### src/rtl/ccd_seq_pkg.sv
package ccd_seq_pkg;

  typedef enum logic [1:0] {
    SEQ_IDLE  = 2'd0,
    SEQ_CLR   = 2'd1,
    SEQ_INTEG = 2'd2,
    SEQ_READ  = 2'd3
  } seq_state_t;

  typedef enum logic [2:0] {
    TAG_NONE   = 3'd0,
    TAG_DUMMY  = 3'd1,
    TAG_BLACK  = 3'd2,
    TAG_TIMING = 3'd3,
    TAG_ACTIVE = 3'd4
  } pix_tag_t;

  // vertical phases parked between windows: phases 2 and 3 high
  localparam logic [3:0] A_REST = 4'b1100;

  localparam int N_SLOTS   = 8;
  localparam int HIGH_SLOT = 5;
  localparam int STEP_SLOT = 2;

endpackage

### src/rtl/ccd_frame_ctrl.sv
module ccd_frame_ctrl
  import ccd_seq_pkg::*;
#(
  parameter int CR_LEN  = 180,
  parameter int INTEG_W = 24
) (
  input  logic               clk,
  input  logic               rst_n,
  input  logic               start_req,
  input  logic               stb,
  input  logic [INTEG_W-1:0] integ_time,
  input  logic               frame_done,
  output seq_state_t         state
);

  localparam logic [INTEG_W-1:0] CR_LAST = INTEG_W'(CR_LEN - 1);

  logic [INTEG_W-1:0] cnt;
  logic [INTEG_W:0]   cnt_next;

  assign cnt_next = {1'b0, cnt} + 1'b1;

  always_ff @(posedge clk) begin
    if (!rst_n) begin
      state <= SEQ_IDLE;
      cnt   <= '0;
    end else begin
      unique case (state)
        SEQ_IDLE: begin
          cnt <= '0;
          if (start_req) state <= SEQ_CLR;
        end
        SEQ_CLR: if (stb) begin
          if (cnt == CR_LAST) begin
            cnt   <= '0;
            state <= (integ_time == '0) ? SEQ_READ : SEQ_INTEG;
          end else begin
            cnt <= cnt_next[INTEG_W-1:0];
          end
        end
        SEQ_INTEG: if (stb) begin
          if (cnt_next == {1'b0, integ_time}) begin
            cnt   <= '0;
            state <= SEQ_READ;
          end else begin
            cnt <= cnt_next[INTEG_W-1:0];
          end
        end
        SEQ_READ: if (frame_done) state <= SEQ_IDLE;
        default: state <= SEQ_IDLE;
      endcase
    end
  end

endmodule

### src/rtl/ccd_line_timer.sv
module ccd_line_timer #(
  parameter int VT_LEN   = 360,
  parameter int LINE_LEN = 3487,
  parameter int LINES    = 2060,
  parameter int POS_W    = 12,
  parameter int LINE_W   = 12
) (
  input  logic              clk,
  input  logic              rst_n,
  input  logic              en,
  input  logic              stb,
  output logic              in_win,
  output logic [POS_W-1:0]  hpos,
  output logic [LINE_W-1:0] line,
  output logic              frame_done
);

  localparam logic [POS_W-1:0]  POS_LAST  = POS_W'(LINE_LEN - 1);
  localparam logic [POS_W-1:0]  WIN_END   = POS_W'(VT_LEN);
  localparam logic [LINE_W-1:0] LINE_LAST = LINE_W'(LINES - 1);

  logic [POS_W-1:0] pos;
  logic             last_pos;
  logic             last_line;

  assign last_pos  = (pos == POS_LAST);
  assign last_line = (line == LINE_LAST);

  always_ff @(posedge clk) begin
    if (!rst_n || !en) begin
      pos  <= '0;
      line <= '0;
    end else if (stb) begin
      if (last_pos) begin
        pos  <= '0;
        line <= last_line ? '0 : line + 1'b1;
      end else begin
        pos <= pos + 1'b1;
      end
    end
  end

  assign in_win     = en && (pos < WIN_END);
  assign hpos       = pos - WIN_END;
  assign frame_done = en && stb && last_pos && last_line;

endmodule

### src/rtl/ccd_vclk_gen.sv
module ccd_vclk_gen
  import ccd_seq_pkg::*;
#(
  parameter int SLOT = 45
) (
  input  logic       clk,
  input  logic       rst_n,
  input  logic       in_win,
  input  logic       stb,
  output logic [3:0] a_clk
);

  localparam int TICK_W = (SLOT > 1) ? $clog2(SLOT) : 1;
  localparam logic [TICK_W-1:0] TICK_LAST = TICK_W'(SLOT - 1);

  logic [TICK_W-1:0] tick;
  logic [2:0]        slot;

  always_ff @(posedge clk) begin
    if (!rst_n || !in_win) begin
      tick <= '0;
      slot <= '0;
    end else if (stb) begin
      if (tick == TICK_LAST) begin
        tick <= '0;
        slot <= slot + 1'b1;
      end else begin
        tick <= tick + 1'b1;
      end
    end
  end

  for (genvar k = 0; k < 4; k++) begin : g_phase
    logic [2:0] rel;
    assign rel      = slot - 3'(STEP_SLOT * k);
    assign a_clk[k] = in_win ? (rel < 3'(HIGH_SLOT)) : A_REST[k];
  end

endmodule

### src/rtl/ccd_pix_tagger.sv
module ccd_pix_tagger
  import ccd_seq_pkg::*;
#(
  parameter int DUMMY  = 7,
  parameter int BLACK  = 20,
  parameter int TIMING = 4,
  parameter int ACTIVE = 3072,
  parameter int POS_W  = 12
) (
  input  logic             hvalid,
  input  logic             stb,
  input  logic [POS_W-1:0] hpos,
  output logic [2:0]       tag,
  output logic             blc
);

  localparam logic [POS_W-1:0] E_DUM  = POS_W'(DUMMY);
  localparam logic [POS_W-1:0] E_BLK  = POS_W'(DUMMY + BLACK);
  localparam logic [POS_W-1:0] E_TIM  = POS_W'(DUMMY + BLACK + TIMING);
  localparam logic [POS_W-1:0] E_ACT  = POS_W'(DUMMY + BLACK + TIMING + ACTIVE);
  localparam logic [POS_W-1:0] E_TIM2 = POS_W'(DUMMY + BLACK + 2*TIMING + ACTIVE);

  pix_tag_t kind;

  always_comb begin
    if (hpos < E_DUM)       kind = TAG_DUMMY;
    else if (hpos < E_BLK)  kind = TAG_BLACK;
    else if (hpos < E_TIM)  kind = TAG_TIMING;
    else if (hpos < E_ACT)  kind = TAG_ACTIVE;
    else if (hpos < E_TIM2) kind = TAG_TIMING;
    else                    kind = TAG_BLACK;
  end

  assign tag = (hvalid && stb) ? kind : TAG_NONE;
  assign blc = hvalid && (hpos >= E_DUM) && (hpos < E_BLK);

endmodule

### src/rtl/ccd_readout_seq.sv
module ccd_readout_seq
  import ccd_seq_pkg::*;
#(
  parameter int DUMMY     = 7,
  parameter int BLACK     = 20,
  parameter int TIMING    = 4,
  parameter int ACTIVE    = 3072,
  parameter int SLOT      = 45,
  parameter int BLK_LINES = 6,
  parameter int ACT_LINES = 2048,
  parameter int CR_LEN    = 180,
  parameter int INTEG_W   = 24,
  localparam int LINES    = 2*BLK_LINES + ACT_LINES,
  localparam int LINE_W   = (LINES > 1) ? $clog2(LINES) : 1
) (
  input  logic               clk,
  input  logic               rst_n,
  input  logic               start_frame,
  input  logic [INTEG_W-1:0] integ_time,
  input  logic               pix_stb,
  output logic               ssc,
  output logic [3:0]         a_clk,
  output logic               a_high,
  output logic               vd,
  output logic               blc,
  output logic               cr,
  output logic [2:0]         pix_tag,
  output logic [LINE_W-1:0]  line_idx
);

  localparam int PIX_PER_LINE = DUMMY + 2*BLACK + 2*TIMING + ACTIVE;
  localparam int VT_LEN       = N_SLOTS * SLOT;
  localparam int LINE_LEN     = VT_LEN + PIX_PER_LINE;
  localparam int POS_W        = $clog2(LINE_LEN);

  seq_state_t       state;
  logic             in_read;
  logic             in_win;
  logic             frame_done;
  logic [POS_W-1:0] hpos;

  ccd_frame_ctrl #(.CR_LEN(CR_LEN), .INTEG_W(INTEG_W)) u_ctrl (
    .clk        (clk),
    .rst_n      (rst_n),
    .start_req  (start_frame),
    .stb        (pix_stb),
    .integ_time (integ_time),
    .frame_done (frame_done),
    .state      (state)
  );

  assign in_read = (state == SEQ_READ);

  ccd_line_timer #(
    .VT_LEN(VT_LEN), .LINE_LEN(LINE_LEN), .LINES(LINES),
    .POS_W(POS_W), .LINE_W(LINE_W)
  ) u_line (
    .clk        (clk),
    .rst_n      (rst_n),
    .en         (in_read),
    .stb        (pix_stb),
    .in_win     (in_win),
    .hpos       (hpos),
    .line       (line_idx),
    .frame_done (frame_done)
  );

  ccd_vclk_gen #(.SLOT(SLOT)) u_vclk (
    .clk    (clk),
    .rst_n  (rst_n),
    .in_win (in_win),
    .stb    (pix_stb),
    .a_clk  (a_clk)
  );

  ccd_pix_tagger #(
    .DUMMY(DUMMY), .BLACK(BLACK), .TIMING(TIMING),
    .ACTIVE(ACTIVE), .POS_W(POS_W)
  ) u_tag (
    .hvalid (in_read && !in_win),
    .stb    (pix_stb),
    .hpos   (hpos),
    .tag    (pix_tag),
    .blc    (blc)
  );

  assign ssc    = in_read && !in_win;
  assign a_high = in_read;
  assign vd     = in_read && (line_idx == '0);
  assign cr     = (state == SEQ_CLR);

endmodule

### config.mk
export PLATFORM = sky130hd
export DESIGN_NAME = ccd_readout_seq
export DESIGN_NICKNAME = d
export VERILOG_FILES = /design/src/rtl/ccd_seq_pkg.sv /design/src/rtl/ccd_frame_ctrl.sv /design/src/rtl/ccd_line_timer.sv /design/src/rtl/ccd_vclk_gen.sv /design/src/rtl/ccd_pix_tagger.sv /design/src/rtl/ccd_readout_seq.sv
export SDC_FILE = /design/constraint.sdc
export NUM_CORES = 1
export LEC_CHECK = 0
export CORE_ASPECT_RATIO = 0.9
export CORE_MARGIN = 4
export CORE_UTILIZATION = 55
export DETAILED_ROUTE_END_ITERATION = 16
export DONT_BUFFER_PORTS = 1
export PLACE_DENSITY = 0.7
export SLEW_MARGIN = 20
export SYNTH_ARGS = -nofsm -noshare
export SYNTH_HDL_FRONTEND = slang
export SYNTH_SLANG_ARGS = --single-unit
### constraint.sdc
create_clock -name clk -period 10.1 [get_ports clk]
set_clock_uncertainty 0.2 [all_clocks]
set_input_delay 2.02 -clock clk [delete_from_list [all_inputs] [get_ports clk]]
set_output_delay 2.02 -clock clk [all_outputs]
set_load 0.1 [all_outputs]
* Yosys cells after proc, flatten, opt, wreduce, memory -nomap -nowiden
Index checks and enable logic that the tools add are counted.
** Cells by class
- Add/subtract/negate cells :: 9
- Order comparisons :: 11
- Equality and inequality tests :: 14
- Multiplexer cells :: 26
- Reduce and logical (&&, ||, !) cells :: 22
** Operators by type and width (number)
- $mux 24 :: 4
- $pmux 24 s3 :: 1
- $add 24x1->25 const B :: 1
- $eq 25x24->1 :: 1
- $add 12x1->12 const B :: 2
- $eq 12x12->1 const B :: 2
- $eq 24x8->1 const B :: 1
- $logic_not 24->1 :: 1
- $lt 12x12->1 const B :: 2
- $lt 12x5->1 const B :: 2
- $mux 12 :: 2
- $mux 3 :: 5
- $ge 12x3->1 const B :: 1
- $logic_not 12->1 :: 1
- $lt 12x3->1 const B :: 1
- $lt 12x9->1 const B :: 1
- $lt 3x3->1 const B :: 4
- $mux 2 :: 6
- $sub 12x9->12 const B :: 1
- $logic_and 1x1->1 :: 9
- $pmux 2 s4 :: 1
- $add 6x1->6 const B :: 1
- $eq 6x6->1 const B :: 1
- $mux 1 :: 6
- 15 further kinds :: 25
** Word-level totals
- Register bits :: 59
- Output and inout bits :: 24

* Longest topological paths before layout
- Depth in word-level cells :: 8
- Mapped depth :: 12
- Gate-level depth less buffers :: 11

* Hierarchy
Synthesis repeated with hierarchy kept, for this count alone.
** Second synthesis, totals
- Cells, all modules :: 607
- Area total of the unflattened synthesis :: 4768.3 sq um
** Modules (own cells, without submodules)
- ccd_frame_ctrl :: times used 1, cells an instance 347, area each 2645.0 sq um, sequential area each 520.5 sq um
- ccd_line_timer :: times used 1, cells an instance 167, area each 1395.1 sq um, sequential area each 480.5 sq um
- ccd_vclk_gen :: times used 1, cells an instance 57, area each 485.5 sq um, sequential area each 180.2 sq um
- ccd_pix_tagger :: times used 1, cells an instance 29, area each 196.4 sq um, sequential area each 0.0 sq um
- ccd_readout_seq :: times used 1, cells an instance 7, area each 46.3 sq um, sequential area each 0.0 sq um

* Worst setup path after synthesis
No wires, ideal clock.
- Path kind :: reg2out
- Start point :: reg u_line.pos[3]
- End point :: out blc
- Arrival :: 4.636 ns
- Data required time :: 7.880 ns
- Setup slack :: 3.244 ns
- Cell stages (with the launch flop) :: 12
- Path buffers :: 1
- Cell sequence :: dfxtp_1 > clkbuf_1 > inv_1 > ha_1 > nor2_1 > nor2_1 > xnor2_1 > nand3_1 > o21ai_0 > and3_1 > nand4_1 > nor4bb_1
** Between the ends
- Word-level cells in the longest chain between the ends :: 6
** Ends and longest elaborated chain
- start, declared :: line ccd_line_timer.sv:22 : logic [POS_W-1:0] pos;
- start signal, assigned :: line ccd_line_timer.sv:38 : pos <= pos + 1'b1;
- branches (longest 5 deep; another with $sub 12x9->12)
- $logic_and 1x1->1 * :: line ccd_pix_tagger.sv:35 : assign blc = hvalid && (hpos >= E_DUM) && (hpos < E_BLK);
- end, declared :: line ccd_readout_seq.sv:25 : output logic blc,
Every way passes the cells marked *.

* Final worst setup path
- Start point :: reg u_line.pos[3]
- End point :: out pix_tag[2]
** RTL lines
- $lt 12x9->1 :: line ccd_line_timer.sv:43 : assign in_win = en && (pos < WIN_END);
- $logic_and 1x1->1 :: line ccd_line_timer.sv:43
- $logic_not 1->1
- $logic_and 1x1->1
- via ssc :: line ccd_readout_seq.sv:21 : output logic ssc,
- $logic_and 1x1->1 :: line ccd_pix_tagger.sv:34 : assign tag = (hvalid && stb) ? kind : TAG_NONE;
- $mux 3 :: line ccd_pix_tagger.sv:34
- end, declared :: line ccd_readout_seq.sv:27 : output logic [2:0] pix_tag,
The timed path passes the listed nets, and every way through them passes these cells.

==> reports/summary.txt <==
LEAKAGE = 1.55 nW
CTS max path bufs = 2
RSZ-0062 raised after global routing = no
Sequential cell area = 1180 um^2
Setup violators final = 0
DP HPWL = 7750 um
Synth-to-layout area growth = 6.59%
Post-Route WL = 10500 um
Max-cap viol count = 0
Int Pwr = 0.433 mW
CTS resizes = 0
Clock sink count = 59
Post-DR wirelength/cell = 16.5 um
Worst-margin pin slew = 1.17 ns
Total global routing overflow = 0
Syn nets = 597
Via density = 6.20
Part of the power in registers = 38.4%
Number of fill cells in the layout = 668
Die area = 9130 um^2
Sw Share = 31.9%
CTS Buf Count = 9
Share of post-route cells with drive strength above 1 = 8.57%
Hold/Removal Path Class = register to register
Worst setup EP type = primary output
Most used cell, CP = nor2b_2
TritonCTS clock tree = done
Die height = 91.0 um
H-tree levels = 3
Initial DRC count = 229
Power share of the clock group = 38.8%
Residual DRC count = 0
Syn avg cell area = 7.61 um^2
Pin count of the biggest net entering global routing = 24
Initial Util = 56.1%
Syn. warnings = 0
Number of I/O port buffers = 0
Max VDD drop = 95.8 uV
Final nets = 576
Cell area after synthesis = 4210 um^2
Detailed-route via count = 3927
Pwr dens = 142 nW/um^2
# hold bufs at CTS = 0
Core area = 7510 um^2
Critical-path cell list = nor2_1 -> o21bai_1 -> a2111oi_1 -> buf_4 -> nor2b_2 -> nand3_1 -> nor2b_2
Multi-input gate area = 2810 um^2
Diode count = 0
Post-synth EDFFs = 0
Die X = 100 um
First-pass GRT wire length = 17300 um
Synthesized instance count = 554
Comb pwr share = 22.8%
Top FF cell, synth = dfxtp_1
Count of different cell masters after synthesis = 65
Minimum clock period = 5.83 ns
Endpoints failing hold = 0
Worst Hold Slack = 0.333 ns
Number of antenna violations at the first check in global routing = 0
Slew Limit Fails = 0
Ys async rst share = 0%
Setup bufs post-CTS = 0
Slowest cell delay on critical path = 0.89 ns
Outcome = finished clean
Worst Path Required = 7.88 ns
Crit start category = register
Sequential area share after synthesis = 28.0%
Rel. slew slack = 21.7%
CP arrival = 3.61 ns
Final antenna-violating net count = 0
#FFs+latches synth = 59
CP Class = register to primary output
P_sw = 0.203 mW
DR pass1 iterations = 5
Number of I/O pins = 52
GP Congestion = 0.951
Power, Total = 0.636 mW
Peak Freq = 171 MHz
Worst-skew pair later-pin latency = 0.33 ns
Total Routing Usage GR = 23.2%
Critical path's slowest cell = nor2b_2
Root buf cell = clkbuf_8
Vias in the first global route = 3594
Post-layout util = 59.8%
Total negative slack = 0 ns
Clock Pin Slew Worst Setup and Hold Paths = 0.06 ns
Crit share post-route = 57.8%
Critical path peak fanout = 10
Core Rows = 30
Most frequent cells in the layout = nor2_1 (59), dfxtp_1 (59), nand2_1 (51), nand3_1 (30), xor2_1 (29)
## routing by layer
| layer | track usage (%) | routed length (um) | vias up |
|---|---|---|---|
| met3 | 4.84 | 856 | 17 |
| met1 | 31.3 | 4570 | 1828 |
| met2 | 37.1 | 4870 | 142 |
| li1 | - | - | 1940 |
| met5 | 0 | 0 | - |
| met4 | 7.07 | 162 | 0 |
## kinds of logic after synthesis
family | after synthesis | share of synthesized area (%)
xor gates and xnor gates | 57 | 11.8
adders and majority gates | 15 | 4.45
buffers and inverters | 60 | 6.35
muxes | 5 | 1.22
AOI/OAI and AO/OA | 101 | 16.7
DFF | 59 | 28.0
and+or+nand+nor | 257 | 31.4
## power by group through the flow
stage          clock network (mW)  registers, mW  logic [mW]
5_1_grt                     0.262          0.245       0.157
4_1_cts                     0.252          0.244       0.144
2_1_floorplan                   0          0.248       0.119
3_5_place_dp                    0          0.250       0.144
6_report                    0.246          0.244       0.145
3_3_place_gp                    0          0.249       0.141
## layout make-up
class | instances | share of cell area, %
sequential | 59 | 26.3
multi-input combinational | 435 | 62.6
clock buffer | 11 | 3.37
inverter | 20 | 1.67
timing repair buffer | 8 | 1.73
tap | 96 | 2.67
clock inverter | 4 | 1.64
## synthesized netlist by cell type, types with 6 or more instances
master,n,area (um^2)
nor2_1,61,229
dfxtp_1,59,1180
nand2_1,51,191
nand3_1,30,150
xor2_1,29,254
xnor2_1,28,245
nand4_1,23,144
inv_1,20,75.1
a21oi_1,19,95.1
clkbuf_1,19,71.3
nor4_1,17,106
o21ai_0,16,80.1
buf_2,15,75.1
ha_1,15,188
nor3_1,15,75.1
a22o_1,14,123
o21ai_1,12,60.1
and3_1,9,56.3
o31ai_1,8,60.1
or3_1,8,50.1
or2_2,7,43.8
nor2b_1,6,37.5
## sequential cells by signal (all words and copies together) (netlist names)
| name | count |
|---|---|
| u_ctrl.state | 2 |
| u_line.pos | 12 |
| u_ctrl.cnt | 24 |
| u_vclk.tick | 6 |
| u_line.line | 12 |
| u_vclk.slot | 3 |
## worst paths after layout
| check | startpoint | end | slack [ns] | cells after the start |
|---|---|---|---|---|
| hold / removal | u_line.pos[1] | u_line.pos[1] | 0.33 | 2 |
| hold reg to reg | u_line.pos[1] | u_line.pos[1] | 0.33 | 2 |
| setup reg to reg | u_ctrl.cnt[3] | u_ctrl.cnt[10] | 5.70 | 9 |
| setup / recovery | u_line.pos[3] | pix_tag[2] | 4.27 | 7 |
## stage by stage
stage	cells	instance area, um^2	worst slack, ns
2_1_floorplan	554	4210	3.24
3_3_place_gp	618	4260	4.68
3_5_place_dp	618	4260	4.63
4_1_cts	633	4480	4.26
5_1_grt	633	4490	4.13
6_report	633	4490	4.27
## critical path: cells and delay by family, from the launching register on
family | cells | cell delay [ns]
buf+inv | 1 | 0.19
flops | 1 | 0.49
compound gates | 2 | 0.49
simple gates | 4 | 2.11
No activity file was read; power rests on OpenSTA's default activity.
